`src/rtl/cst_pkg.sv`:
```
package cst_pkg;

    localparam int CST_REG_W = 8;

    typedef logic [CST_REG_W-1:0] treg_t;
    typedef logic [CST_REG_W:0]   tcnt_t;

    typedef struct packed {
        treg_t setup;
        treg_t command;
        treg_t recov;
    } timing_t;

    typedef enum logic [1:0] {
        PH_IDLE  = 2'd0,
        PH_SETUP = 2'd1,
        PH_CMD   = 2'd2,
        PH_RECOV = 2'd3
    } phase_e;

    typedef struct packed {
        timing_t tm;
        logic    slow_src;
        logic    half_rate;
    } cycle_cfg_t;

    // field order inside one timer set: setup, command, recovery
    localparam int FLD_SETUP   = 0;
    localparam int FLD_COMMAND = 1;
    localparam int FLD_RECOV   = 2;
    localparam int FLDS_PER_SET = 3;

    localparam treg_t SET0_SETUP_RST   = 8'h00;
    localparam treg_t SET0_COMMAND_RST = 8'h07;
    localparam treg_t SET0_RECOV_RST   = 8'h04;

    function automatic timing_t reset_timing(input int set_num);
        timing_t t;
        if (set_num == 0) begin
            t.setup   = SET0_SETUP_RST;
            t.command = SET0_COMMAND_RST;
            t.recov   = SET0_RECOV_RST;
        end else begin
            t = '0;
        end
        return t;
    endfunction

    // tick index (from 0) on which the given phase ends
    function automatic tcnt_t phase_last(input phase_e ph, input timing_t t);
        tcnt_t v;
        case (ph)
            PH_SETUP: v = {1'b0, t.setup};
            PH_CMD:   v = {1'b0, t.command};
            PH_RECOV: v = {1'b0, t.recov} + tcnt_t'(1);
            default:  v = '0;
        endcase
        return v;
    endfunction

    function automatic phase_e phase_next(input phase_e ph);
        phase_e n;
        case (ph)
            PH_SETUP: n = PH_CMD;
            PH_CMD:   n = PH_RECOV;
            default:  n = PH_IDLE;
        endcase
        return n;
    endfunction

endpackage

```
`src/rtl/cst_regfile.sv`:
```
module cst_regfile
    import cst_pkg::*;
#(
    parameter int NUM_SETS = 2,
    parameter int IDX_W    = 8,
    parameter int IDX_BASE = 58
) (
    input  logic             clk,
    input  logic             rst,
    input  logic             wr_en,
    input  logic [IDX_W-1:0] wr_idx,
    input  treg_t            wr_data,
    output timing_t          sets_o [NUM_SETS]
);

    for (genvar k = 0; k < NUM_SETS; k++) begin : g_set
        localparam int SET_BASE = IDX_BASE + k * FLDS_PER_SET;
        localparam logic [IDX_W-1:0] IDX_S = IDX_W'(SET_BASE + FLD_SETUP);
        localparam logic [IDX_W-1:0] IDX_C = IDX_W'(SET_BASE + FLD_COMMAND);
        localparam logic [IDX_W-1:0] IDX_R = IDX_W'(SET_BASE + FLD_RECOV);

        timing_t set_q;

        always_ff @(posedge clk) begin
            if (rst) begin
                set_q <= reset_timing(k);
            end else if (wr_en) begin
                if (wr_idx == IDX_S) set_q.setup   <= wr_data;
                if (wr_idx == IDX_C) set_q.command <= wr_data;
                if (wr_idx == IDX_R) set_q.recov   <= wr_data;
            end
        end

        assign sets_o[k] = set_q;
    end

endmodule

```
`src/rtl/cst_tick_gen.sv`:
```
module cst_tick_gen #(
    parameter int ALT_DIV = 3
) (
    input  logic clk,
    input  logic rst,
    input  logic run,
    input  logic slow_src,
    input  logic half_rate,
    output logic tick
);

    localparam int MAX_PERIOD = 2 * ALT_DIV;
    localparam int CNT_W      = $clog2(MAX_PERIOD + 1);

    logic [CNT_W-1:0] cnt_q;
    logic [CNT_W-1:0] last_val;

    always_comb begin
        case ({slow_src, half_rate})
            2'b00:   last_val = '0;
            2'b01:   last_val = CNT_W'(1);
            2'b10:   last_val = CNT_W'(ALT_DIV - 1);
            default: last_val = CNT_W'(MAX_PERIOD - 1);
        endcase
    end

    assign tick = run && (cnt_q == last_val);

    // prescaler restarts with every cycle so each phase is a whole tick count
    always_ff @(posedge clk) begin
        if (rst || !run) begin
            cnt_q <= '0;
        end else if (tick) begin
            cnt_q <= '0;
        end else begin
            cnt_q <= cnt_q + CNT_W'(1);
        end
    end

endmodule

```
`src/rtl/cst_phase_fsm.sv`:
```
module cst_phase_fsm
    import cst_pkg::*;
(
    input  logic       clk,
    input  logic       rst,
    input  logic       start_req,
    input  timing_t    sel_timing,
    input  logic       slow_src_in,
    input  logic       half_rate_in,
    input  logic       tick,
    output phase_e     phase_o,
    output cycle_cfg_t cfg_o,
    output logic       done_o
);

    phase_e     phase_q;
    tcnt_t      cnt_q;
    logic       pend_q;
    cycle_cfg_t cfg_q;
    logic       done_q;

    logic accept;
    logic last_hit;

    assign accept   = (phase_q == PH_IDLE) && (start_req || pend_q);
    assign last_hit = tick && (cnt_q == phase_last(phase_q, cfg_q.tm));

    always_ff @(posedge clk) begin
        if (rst) begin
            phase_q <= PH_IDLE;
            cnt_q   <= '0;
            pend_q  <= 1'b0;
            cfg_q   <= '0;
            done_q  <= 1'b0;
        end else begin
            done_q <= (phase_q == PH_RECOV) && last_hit;

            if (accept) begin
                cfg_q.tm        <= sel_timing;
                cfg_q.slow_src  <= slow_src_in;
                cfg_q.half_rate <= half_rate_in;
                phase_q         <= PH_SETUP;
                cnt_q           <= '0;
                pend_q          <= 1'b0;
            end else if (phase_q != PH_IDLE && tick) begin
                if (last_hit) begin
                    cnt_q   <= '0;
                    phase_q <= phase_next(phase_q);
                end else begin
                    cnt_q <= cnt_q + tcnt_t'(1);
                end
            end

            if (phase_q == PH_RECOV && start_req) begin
                pend_q <= 1'b1;
            end
        end
    end

    assign phase_o = phase_q;
    assign cfg_o   = cfg_q;
    assign done_o  = done_q;

endmodule

```
`src/rtl/card_strobe_timer.sv`:
```
module card_strobe_timer
    import cst_pkg::*;
#(
    parameter int NUM_SETS = 2,
    parameter int ALT_DIV  = 3,
    parameter int IDX_W    = 8,
    parameter int IDX_BASE = 58,
    localparam int SEL_W   = $clog2(NUM_SETS)
) (
    input  logic                 clk,
    input  logic                 rst,
    input  logic                 start_req,
    input  logic [SEL_W-1:0]     set_sel,
    input  logic                 wr_en,
    input  logic [IDX_W-1:0]     wr_idx,
    input  logic [CST_REG_W-1:0] wr_data,
    input  logic                 clk_src_sel,
    input  logic                 clk_div_en,
    output logic                 cmd_strobe,
    output logic                 busy,
    output logic                 done
);

    timing_t    sets [NUM_SETS];
    timing_t    sel_timing;
    phase_e     phase;
    cycle_cfg_t cfg;
    logic       tick;

    cst_regfile #(
        .NUM_SETS (NUM_SETS),
        .IDX_W    (IDX_W),
        .IDX_BASE (IDX_BASE)
    ) u_regs (
        .clk     (clk),
        .rst     (rst),
        .wr_en   (wr_en),
        .wr_idx  (wr_idx),
        .wr_data (wr_data),
        .sets_o  (sets)
    );

    assign sel_timing = sets[set_sel];

    cst_tick_gen #(
        .ALT_DIV (ALT_DIV)
    ) u_tick (
        .clk       (clk),
        .rst       (rst),
        .run       (phase != PH_IDLE),
        .slow_src  (cfg.slow_src),
        .half_rate (cfg.half_rate),
        .tick      (tick)
    );

    cst_phase_fsm u_fsm (
        .clk          (clk),
        .rst          (rst),
        .start_req    (start_req),
        .sel_timing   (sel_timing),
        .slow_src_in  (clk_src_sel),
        .half_rate_in (clk_div_en),
        .tick         (tick),
        .phase_o      (phase),
        .cfg_o        (cfg),
        .done_o       (done)
    );

    assign busy       = (phase != PH_IDLE);
    assign cmd_strobe = (phase == PH_CMD);

endmodule

```
`config.mk`:
```
export PLATFORM = sky130hd
export DESIGN_NAME = card_strobe_timer
export DESIGN_NICKNAME = d
export VERILOG_FILES = /design/src/rtl/cst_pkg.sv /design/src/rtl/cst_regfile.sv /design/src/rtl/cst_tick_gen.sv /design/src/rtl/cst_phase_fsm.sv /design/src/rtl/card_strobe_timer.sv
export SDC_FILE = /design/constraint.sdc
export NUM_CORES = 1
export LEC_CHECK = 0
export ABC_CLOCK_PERIOD_IN_PS = 3100
export BUFFER_PORTS_ARGS = -buffer_cell sky130_fd_sc_hd__buf_2
export CAP_MARGIN = 10
export CORE_MARGIN = 5
export CORE_UTILIZATION = 35
export CTS_BUF_LIST = sky130_fd_sc_hd__clkbuf_8
export DETAILED_ROUTE_END_ITERATION = 6
export PLACE_DENSITY = 0.6
export SYNTH_ARGS = -nofsm -noshare
export SYNTH_HDL_FRONTEND = slang
export SYNTH_SLANG_ARGS = --single-unit
```
`constraint.sdc`:
```
create_clock -name clk -period 3.1 [get_ports clk]
set_input_delay 0 -clock clk [delete_from_list [all_inputs] [get_ports clk]]
set_output_delay 0 -clock clk [all_outputs]
set_load 0.03 [all_outputs]
```
# Word level (Yosys, flattened, before mapping)
# Index checks and enable logic that the tools add are counted.
classes:
  n_lt_le_gt_ge: 1
  addsub: 3
  bitwise: 1
  eq_ne: 13
  muxes: 12
  n_reduce_logical: 25
op_table:
  columns: ["operator", "n"]
  rows:
  - ["2-to-1 mux 24 bit", 3]
  - ["== test 8 x 6 -> 1 bit, second input constant", 6]
  - ["case mux 9 bit (3 select lines)", 1]
  - ["AND reduction 2 bit", 8]
  - ["adder 8 x 1 -> 9 bit, second input constant", 1]
  - ["adder 9 x 1 -> 9 bit, second input constant", 1]
  - ["== test 9 bit", 1]
  - ["2-to-1 mux 9 bit", 1]
  - ["case mux 3 bit (3 select lines)", 1]
  - ["nonzero test 2 bit", 4]
  - ["== test 2 bit, second input constant", 3]
  - ["logical AND 1 bit", 6]
  - ["2-to-1 mux 1 bit", 5]
  - ["== test 2 x 1 -> 1 bit, second input constant", 2]
  - ["zero test 2 bit", 2]
  - ["case mux 2 bit (2 select lines)", 1]
  - ["OR reduction 2 bit", 2]
  - ["adder 3 x 1 -> 3 bit, second input constant", 1]
  - ["== test 3 bit", 1]
  - [">= comparator 2 bit, second input constant", 1]
  - ["logical OR 1 bit", 2]
  - ["NOT 1 -> 2 bit", 1]
  - ["zero test 1 bit", 1]
word_totals:
  out_inout_bits: 3
  inputBits: 23
  reg_bits: 90
  word_cells: 72

# Logic depth before layout (Yosys ltp)
# Gate-level depths: netlist (run 1).
logic_depth:
  ltp_word: 8
  mapped_depth: 10
  ltp_nobuf: 9

# Cells and area by module
# A second synthesis (run 1) with hierarchy kept.
hier_totals:
  hier_cells: 512
  hier_area_um2: 4760.8
by_module_without_submodules:
  columns: ["module", "area_per_inst_um2", "n_inst", "seq_area_each_um2", "cells_per_inst"]
  rows:
  - ["cst_phase_fsm", 2234.6, 1, 780.7, 290]
  - ["cst_regfile", 1949.4, 1, 960.9, 177]
  - ["card_strobe_timer", 409.1, 1, 0.0, 29]
  - ["cst_tick_gen", 167.7, 1, 60.1, 16]

# Least setup slack after synthesis (run 1)
# Ideal clock, no wire load.
synth_timing:
  kind: "register to register"
  start: "reg u_fsm.phase_q[0] (netlist: u_fsm.phase_o[0])"
  end: "reg u_fsm.cnt_q[0]"
  path_stages_with_launch: 11
  t_required_ns: 2.978
  period_less_slack_ns: 2.544
  setup_time_ns: 0.122
  t_arrival_ns: 2.422
  n_path_buf: 1
  setup_slack_ns: 0.556
  path_cell_list: "dfxtp_1 -> inv_1 -> ha_1 -> buf_2 -> a22oi_1 -> o21ai_1 -> or3_1 -> a2111o_1 -> o311a_1 -> nor2_8 -> o22ai_1"
synth_via:
  elab_chain_cells: 5
  elab_cells_between_ends: 13
  cone_classes: "eq/ne (4); mux (2); reduce/logical (7)"
synth_lines:
  columns: ["item", "line", "rtl"]
  rows:
  - ["start: declaration", "cst_phase_fsm.sv:16", "phase_e phase_q;"]
  - ["start signal: assignment", "cst_phase_fsm.sv:48", "phase_q <= phase_next(phase_q);"]
  - ["== test 2 bit", null, null]
  - ["named net cmd_strobe", "card_strobe_timer.sv:19", "output logic cmd_strobe,"]
  - ["case mux 9 bit (3 select lines)", "cst_pkg.sv:52", "case (ph)"]
  - ["== test 9 bit", "cst_phase_fsm.sv:26", "assign last_hit = tick && (cnt_q == phase_last(phase_q, cfg_q.tm));"]
  - ["logical AND 1 bit", "cst_phase_fsm.sv:26", null]
  - ["2-to-1 mux 9 bit", "cst_phase_fsm.sv:46", "if (last_hit) begin"]
  - ["end signal: assignment", "cst_phase_fsm.sv:50", "cnt_q <= cnt_q + tcnt_t'(1);"]
  - ["end: declaration", "cst_phase_fsm.sv:17", "tcnt_t cnt_q;"]
# The timed path passes the listed nets, and every way through them passes these cells.
# A chain may end at the register's enable or synchronous reset.

# Worst setup path after layout (run 1)
layout_timing:
  start: "reg u_fsm.phase_q[1] (netlist: u_fsm.phase_o[1])"
  end: "reg u_fsm.phase_q[0] (netlist: u_fsm.phase_o[0])"
layout_via:
  elab_chain_cells: 6
  elab_cells_between_ends: 18
  cone_classes: "eq/ne (4); mux (5); reduce/logical (9)"
layout_lines:
  columns: ["item", "line"]
  rows:
  - ["== test 2 bit, or another cell as far along", "cst_pkg.sv:52"]
  - ["case mux 9 bit (3 select lines)", "cst_pkg.sv:52"]
  - ["== test 9 bit", "cst_phase_fsm.sv:26"]
  - ["logical AND 1 bit", "cst_phase_fsm.sv:26"]
  - ["nonzero test 2 bit (no line)", null]
  - ["AND reduction 2 bit (no line)", null]
# Several ways; a longest one is shown, not always the timed one. The select of a mux whose other input is x is not followed.

==> results.json, run 1 <==
{
  "hpwlAfterDp_um": 6845,
  "final.period_utilization": 0.8811,
  "cts-htree-levels": 3,
  "syn_inst": 462,
  "clock.fmax_mhz": 366.1,
  "power_density_mw_per_mm2": 474.7,
  "netlist_area_mm2": 0.004292,
  "dp_worst_setup_slack_ps": 396.5,
  "fin_cells": 635,
  "worst_path_largest_cell_delay_ps": 570,
  "crit_type": "flip-flop to flip-flop",
  "numCtsBuffers": 9,
  "drv_slew": 0,
  "setup_ws_ps": 368.5,
  "status": "complete, no violations",
  "layout_commonest_cell": "dfxtp_1",
  "ys_seq_area_frac": 0.4198,
  "detail-route-antenna-nets": 0,
  "rsz0062_at_grt": "no",
  "dp.cells": 608,
  "setup_viol": 0,
  "grt_max_degree": 51,
  "synth-edff-count": 0,
  "leakagePower_nw": 1.880,
  "ys_types": 58,
  "required_ps": 3320,
  "clock_path_buffers": 2,
  "stdcell_area_mm2": 0.004820,
  "n_antenna_cell": 0,
  "slew_headroom": 0.4609,
  "min_period_ps": 2732,
  "path_max_fanout": 18,
  "top_usage_layer": "met2",
  "start_kind": "flip-flop",
  "worstSetupEndpointType": "flip-flop",
  "cp_cell_sequence": "ha_1, nor2b_1, a221oi_1, and4bb_2, nand4_2, or3_4, o21ai_1, a31oi_1",
  "synth_fp_nets": 493,
  "grtUsageTotal": 0.1373,
  "cap_violations": 0,
  "irDropWorstVdd_uv": 285.7,
  "worst_slew_pin_slew_ps": 808.6,
  "first_pass_iters": 4,
  "use_met2": 0.2159,
  "io_pins": 26,
  "skew_ps": 10.21,
  "ys_ff_latch": 90,
  "clock-sinks": 90,
  "yosys_most_used_dff": "dfxtp_1",
  "chipHeight_um": 120.7,
  "async_reset_ff_frac": 0,
  "syn_area_per_cell_um2": 9.289,
  "first_iter_violations": 234,
  "die_x_um": 120.7,
  "final_hold_viol_count": 0,
  "nets": 514,
  "tritoncts": "yes",
  "setup_tns_ps": 0,
  "die-area_mm2": 0.01458,
  "fillCellCount": 1237,
  "first_global_vias": 3210,
  "num_vias": 3338,
  "grtUsageMet3": 0.03742,
  "drt-wirelength-per-cell_um": 15.29,
  "wl_um": 9708,
  "use_met1": 0.1871,
  "path_clk_slew_ps": 90,
  "port_buffers": 25,
  "area_delta_synth_final_pct": 12.30,
  "cts-root-buf": "clkbuf_8",
  "worstSkewPairLatency_ps": 370,
  "drc": 0,
  "grt_overflow": 0,
  "min_path_type": "primary input to flip-flop",
  "cts_resized": 0,
  "grt_pass1_wl_um": 16010,
  "layout_common_cells": "90 x dfxtp_1, 83 x nor2_1, 70 x mux2i_1",
  "fp.coreArea_mm2": 0.01201,
  "crit_slowest_cell": "ha_1",
  "placed_area_mm2": 0.004508,
  "crit_arrival_ps": 2950,
  "drive_above_1_share": 0.1189,
  "gp_congestion": 0.8230,
  "vias_per_cell": 5.257,
  "antenna_found_initial": 0,
  "start_util": 0.3573,
  "yosysWarnings": 0,
  "row_count": 40
}
per-layer routing:
layer | wire, µm | vias to the layer above
li1 | - | 1703
met1 | 4692 | 1569
met3 | 392 | 11
met2 | 4478 | 55
met4 | 145 | 0
met5 | 0 | -
cell type report:
type,instances,area (µm²),area share
flip-flops and latches,90,1802,0.3738
inverters,8,30.03,0.006231
well taps,147,183.9,0.03816
multi-input cells,333,2330,0.4834
repair buffers,41,272.8,0.05659
clock inverters,7,77.57,0.01610
clock buffers,9,123.9,0.02570
flip-flops by register name (all words and copies together), names as in the netlist:
signal         flops
u_fsm.pend_q       1
u_fsm.cfg_o       26
u_regs.sets_o     48
u_tick.cnt_q       3
u_fsm.cnt_q        9
u_fsm.phase_o      2
u_fsm.done_o       1
cells by family (layout without fill, tap and decap cells):
family / after synthesis / after routing / synth area share
buffers and inverters: 39 / 65 / 0.04053
flip-flops: 90 / 90 / 0.4198
XOR/XNOR: 12 / 12 / 0.02449
multiplexers: 70 / 70 / 0.1633
AO/OA/AOI/OAI: 74 / 74 / 0.1283
AND/OR/NAND/NOR: 169 / 169 / 0.2003
adder cells (fa/ha/maj): 8 / 8 / 0.02332
Yosys cell counts (5+ instances only):
cell type	instances	area, µm²
inv_1	7	26.28
and3_1	6	37.54
mux2i_1	70	700.7
a21oi_1	6	30.03
nand3_1	10	50.05
nor2_1	84	315.3
dfxtp_1	90	1802
clkbuf_1	24	90.09
a22oi_1	7	52.55
nor3_1	10	50.05
ha_1	8	100.1
a211oi_1	24	180.2
xnor2_1	7	61.31
xor2_1	5	43.79
nand2b_1	5	31.28
nand2_1	21	78.83
repair_timing:
action | 4_1_cts | 5_1_grt
hold endpoints to repair | 48 | 0
buffers inserted | 0 | 0
hold buffers | 11 | 0
critical path, delay by kind of cell, from the launching register on:
family	cells	cell delay, ps
AOI/OAI and AO/OA	3	390
adders and majority gates	1	570
DFF	1	430
and+or+nand+nor	4	1200
worst paths after layout:
path	from	end	slack [ps]	cells after the start
max	u_fsm.phase_o[1]	u_fsm.phase_o[0]	370	8
min	wr_idx[0]	u_regs.sets_o[34]	80	3
max reg2reg	u_fsm.phase_o[1]	u_fsm.phase_o[0]	370	8
min reg2reg	u_regs.sets_o[34]	u_regs.sets_o[34]	470	1
through the flow:
step	util	hold WS [ps]	power, mW
after floorplan	-	117.9	1.422
after global placement	0.3753	252.4	1.482
after detailed placement	0.3753	248.1	1.491
after CTS	0.4013	64.56	2.318
after global routing	0.4013	99.53	2.402
final	0.4013	80.80	2.288
power by group:
group	internal [mW]	leakage (nW)	total, mW	switching [mW]
Clock	0.379	0.0992	0.815	0.436
Combinational	0.0965	1.05	0.250	0.154
Sequential	1.19	0.730	1.22	0.0329
Total	1.67	1.88	2.29	0.622
Power figures use the tool's default switching activity.
==> run 2, diff against run 1 <==
--- a/config.mk
+++ b/config.mk
@@ -12,7 +12,7 @@
 export CORE_UTILIZATION = 35
 export CTS_BUF_LIST = sky130_fd_sc_hd__clkbuf_8
 export DETAILED_ROUTE_END_ITERATION = 6
-export PLACE_DENSITY = 0.6
+export PLACE_DENSITY_LB_ADDON = 0.25
 export SYNTH_ARGS = -nofsm -noshare
 export SYNTH_HDL_FRONTEND = slang
 export SYNTH_SLANG_ARGS = --single-unit
==> results.json, run 2 (synthesis results as in run 1) <==
{
  "layout_commonest_cell": "dfxtp_1",
  "grt_pass1_wl_um": 16180,
  "path_clk_slew_ps": 90,
  "fin_cells": 635,
  "clock.fmax_mhz": 379.2,
  "port_buffers": 25,
  "skew_ps": 7.663,
  "die_x_um": 120.7,
  "drive_above_1_share": 0.1189,
  "nets": 515,
  "worst_path_largest_cell_delay_ps": 430,
  "tritoncts": "yes",
  "postCtsHoldBufs": 11,
  "irDropWorstVdd_uv": 292.1,
  "min_period_ps": 2637,
  "worstSetupEndpointType": "flip-flop",
  "required_ps": 3350,
  "crit_arrival_ps": 2890,
  "worstSkewPairLatency_ps": 360,
  "min_path_type": "primary input to flip-flop",
  "setup_tns_ps": 0,
  "final_hold_viol_count": 0,
  "status": "complete, no violations",
  "drc": 0,
  "utilization": 0.3991,
  "detail-route-antenna-nets": 0,
  "setup_viol": 0,
  "start_kind": "flip-flop",
  "rsz0062_at_grt": "no",
  "drv_slew": 0,
  "first_iter_violations": 223,
  "first_pass_iters": 4,
  "area_delta_synth_final_pct": 11.69,
  "io_pins": 26,
  "layout_common_cells": "90 x dfxtp_1, 83 x nor2_1, 70 x mux2i_1",
  "largest_reg_flops": 48,
  "grtUsageTotal": 0.1385,
  "n_antenna_cell": 0,
  "first_global_vias": 3201,
  "clock_path_buffers": 2,
  "vias_per_cell": 5.258,
  "path_max_fanout": 9,
  "power_density_mw_per_mm2": 455.5,
  "cap_violations": 0,
  "leakagePower_nw": 1.865,
  "final.period_utilization": 0.8506,
  "antenna_found_initial": 0,
  "gp_congestion": 0.7932,
  "numCtsBuffers": 9,
  "wl_um": 9516,
  "post-cts-setup-buffer-count": 0,
  "cts_resized": 0,
  "cts-root-buf": "clkbuf_8",
  "crit_slowest_cell": "a2111o_1",
  "grt_max_degree": 43,
  "cts-htree-levels": 3,
  "die-area_mm2": 0.01458,
  "dp.cells": 609,
  "chipHeight_um": 120.7,
  "clock-sinks": 90,
  "row_count": 40,
  "num_vias": 3339,
  "hpwlAfterDp_um": 6652,
  "crit_type": "flip-flop to flip-flop",
  "fillCellCount": 1207,
  "slew_headroom": 0.4672,
  "worst_slew_pin_slew_ps": 799.1,
  "start_util": 0.3573,
  "drt-wirelength-per-cell_um": 14.99,
  "fp.coreArea_mm2": 0.01201,
  "cp_cell_sequence": "inv_1, ha_1, a22oi_1, o21ai_1, or3_1, a2111o_1, o311a_1, nor2_8, o22ai_1",
  "grt_overflow": 0
}
-- run 2: cell count changes in the layout (fill, tap and decap cells not counted), sizes merged --
| cell | change |
|---|---|
| clkinv | -1 |
| clkinvlp | +1 |
| bufinv | -1 |
| buf | +1 |
-- run 2: final cells by class --
| class | count | area, µm² | share of cell area |
|---|---|---|---|
| clock buffers | 9 | 123.9 | 0.02584 |
| clock inverters | 6 | 43.79 | 0.009136 |
| inverters | 8 | 30.03 | 0.006265 |
| multi-input cells | 333 | 2330 | 0.4860 |
| flip-flops and latches | 90 | 1802 | 0.3759 |
| well taps | 147 | 183.9 | 0.03837 |
| repair buffers | 42 | 280.3 | 0.05847 |
-- run 2: power breakdown --
| group | internal [mW] | switching [mW] | leakage [nW] | total, mW |
|---|---|---|---|---|
| clock network | 0.289 | 0.422 | 0.0795 | 0.711 |
| logic | 0.0978 | 0.152 | 1.06 | 0.250 |
| registers | 1.19 | 0.0326 | 0.730 | 1.22 |
-- run 2: metal layers --
| metal | track usage | wire length [µm] | up-vias |
|---|---|---|---|
| met5 | 0 | 0 | - |
| met4 | 0.04462 | 99 | 0 |
| met3 | 0.03227 | 288 | 9 |
| met2 | 0.2117 | 4247 | 53 |
| met1 | 0.1929 | 4880 | 1579 |
| li1 | - | - | 1698 |
-- run 2: worst max-delay path: cells and delay by family (launching register included) --
| family | cells | cell delay (ps) |
|---|---|---|
| compound gates | 5 | 1140 |
| fa+ha+maj | 1 | 360 |
| buf+inv | 1 | 100 |
| flops | 1 | 390 |
| simple gates | 2 | 540 |
-- run 2: final timing paths --
kind,start,to,slack [ps],cells past startpoint
min reg2reg,u_regs.sets_o[34],u_regs.sets_o[34],470,1
min,wr_idx[0],u_regs.sets_o[33],90,3
max,u_fsm.phase_o[0],u_fsm.cnt_q[1],460,9
max reg2reg,u_fsm.phase_o[0],u_fsm.cnt_q[1],460,9
-- run 2: through the flow --
step	power (mW)	worst slack [ps]	hold WS (ps)	area (µm²)
after floorplan	1.422	556.3	117.9	4292
after global placement	1.486	508.3	254.9	4516
after detailed placement	1.491	473.5	257.8	4516
after CTS	2.227	446.6	64.48	4793
after global routing	2.305	203.7	83.50	4793
final	2.183	463.0	86.19	4793
==> run 3, diff against run 2 <==
--- a/config.mk
+++ b/config.mk
@@ -5,7 +5,7 @@
 export SDC_FILE = /design/constraint.sdc
 export NUM_CORES = 1
 export LEC_CHECK = 0
-export ABC_CLOCK_PERIOD_IN_PS = 3100
+export ABC_CLOCK_PERIOD_IN_PS = 2450
 export BUFFER_PORTS_ARGS = -buffer_cell sky130_fd_sc_hd__buf_2
 export CAP_MARGIN = 10
 export CORE_MARGIN = 5
==> constraint.sdc (replaced) <==
create_clock -name clk -period 2.45 [get_ports clk]
set_input_delay 0.1225 -clock clk [delete_from_list [all_inputs] [get_ports clk]]
set_output_delay 0.1225 -clock clk [all_outputs]
set_load 0.03 [all_outputs]
==> results.json, run 3 (synthesis results as in run 1) <==
{
  "status": "complete, no violations",
  "nets": 525,
  "clock-sinks": 90,
  "cap_violations": 0,
  "row_count": 40,
  "grt_pass1_wl_um": 16750,
  "cts-root-buf": "clkbuf_8",
  "crit_type": "flip-flop to flip-flop",
  "antenna_found_initial": 0,
  "detail-route-antenna-nets": 0,
  "dp_worst_setup_slack_ps": -32.14,
  "path_max_fanout": 6,
  "n_antenna_cell": 0,
  "leakagePower_nw": 1.952,
  "clock.fmax_mhz": 410.7,
  "first_pass_iters": 5,
  "p_int_mw": 2.151,
  "switching_power_mw": 0.8464,
  "cp_cell_sequence": "inv_2, ha_4, clkbuf_2, a22oi_2, buf_4, o311ai_0, nor3_1, or3_4, nor2_8, o22ai_1",
  "drive_above_1_share": 0.1944,
  "min_period_ps": 2435,
  "slew_headroom": 0.4833,
  "wl_um": 10160,
  "final.period_utilization": 0.9939,
  "skew_ps": 8.041,
  "numCtsBuffers": 9,
  "placed_area_mm2": 0.004643,
  "power.total_mw": 2.998,
  "grt_max_degree": 52,
  "crit_slowest_cell": "or3_4",
  "num_vias": 3432,
  "area_delta_synth_final_pct": 16.68,
  "layout_commonest_cell": "dfxtp_1",
  "cpLargestDelayFamily": "simple AND/OR/NAND/NOR gates",
  "path_clk_slew_ps": 100,
  "power_density_mw_per_mm2": 598.6,
  "start_util": 0.3573,
  "layout_common_cells": "88 x dfxtp_1, 83 x nor2_1, 70 x mux2i_1",
  "worstSkewPairLatency_ps": 370,
  "drv_slew": 0,
  "final_hold_viol_count": 0,
  "io_pins": 26,
  "worst-r2r-setup-slack_ps": 10,
  "vias_per_cell": 5.313,
  "min_path_type": "primary input to flip-flop",
  "largest_reg_flops": 48,
  "swShare": 0.2824,
  "r2r_start": "u_fsm.phase_o[0]",
  "setup_viol": 0,
  "clock_path_buffers": 2,
  "fillCellCount": 1203,
  "sequentialPowerShare": 0.518,
  "die-area_mm2": 0.01458,
  "grtUsageTotal": 0.1424,
  "first_iter_violations": 181,
  "worstSetupEndpointType": "flip-flop",
  "gp_congestion": 0.8372,
  "drc": 0,
  "min_path_cells": 3,
  "tritoncts": "yes",
  "regToRegEndpoint": "u_fsm.cnt_q[0]",
  "irDropWorstVdd_uv": 393.4,
  "start_kind": "flip-flop",
  "worst-path-buf-inv": 3,
  "min_to": "u_fsm.pend_q",
  "grt_overflow": 0,
  "holdCritStartpoint": "start_req",
  "clock_power_share": 0.361,
  "fp.coreArea_mm2": 0.01201,
  "setup_tns_ps": 0,
  "crit_arrival_ps": 2700,
  "worst_path_largest_cell_delay_ps": 490,
  "setup_ws_ps": 14.84,
  "cts-htree-levels": 3,
  "reg2reg_depth": 10,
  "drt-wirelength-per-cell_um": 15.72,
  "hold_ws_ps": 26.14,
  "worst_slew_pin_slew_ps": 775.1,
  "required_ps": 2710,
  "port_buffers": 25,
  "die_x_um": 120.7,
  "comb_power_share": 0.122,
  "first_global_vias": 3347,
  "stdcell_area_mm2": 0.005007,
  "hpwlAfterDp_um": 6962,
  "chipHeight_um": 120.7
}
==> run 3: what timing repair did <==
item	in CTS	in global routing
pin swaps	1	7
setup buffers	0	3
endpoints found under the hold margin	2	0
cloned	0	1
hold buffers	2	0
gates resized for setup	6	19
endpoints found under the setup margin	10	12
==> run 3: how the worst max path moves through the flow <==
stage                     end  cells past startpoint        startpoint
6_report       u_fsm.cnt_q[0]                     10  u_fsm.phase_o[0]
2_1_floorplan  u_fsm.cnt_q[0]                     10  u_fsm.phase_o[0]
3_3_place_gp   u_fsm.cnt_q[0]                      8  u_fsm.phase_o[1]
5_1_grt        u_fsm.cnt_q[1]                     10  u_fsm.phase_o[0]
3_5_place_dp   u_fsm.cnt_q[0]                      9  u_fsm.phase_o[0]
4_1_cts        u_fsm.cnt_q[0]                      9  u_fsm.phase_o[0]
==> run 3: area by class of cell <==
type	instances	area [µm²]	share of cell area
Inverter	8	32.53	0.006497
Timing Repair Buffer	51	339.1	0.06772
Clock inverter	7	85.08	0.01699
Multi-Input combinational cell	334	2434	0.4860
Clock buffer	9	123.9	0.02474
Sequential cell	90	1809	0.3613
Tap cell	147	183.9	0.03673
==> run 3: worst min-delay path, cell delays in order <==
cell	delay [ps]
buf_2	100
a22oi_1	60
nor2_1	80
==> run 3: through the flow <==
step           utilization  std cells
2_1_floorplan            -        462
3_3_place_gp        0.3866        624
3_5_place_dp        0.3866        624
4_1_cts             0.4078        642
5_1_grt             0.4169        646
6_report            0.4169        646
==> run 3: routing by layer <==
| layer | GRT usage | wire (µm) |
|---|---|---|
| met5 | 0 | 0 |
| met4 | 0.04674 | 201 |
| met3 | 0.03227 | 346 |
| met2 | 0.2232 | 4543 |
| met1 | 0.1939 | 5063 |
==> run 3: power groups by stage <==
stage	clock network (mW)	logic, mW	registers (mW)
floorplan	0	0.235	1.56
global placement	0	0.329	1.58
detailed placement	0	0.333	1.58
CTS	1.11	0.341	1.55
global route	1.17	0.400	1.56
finish	1.08	0.365	1.55
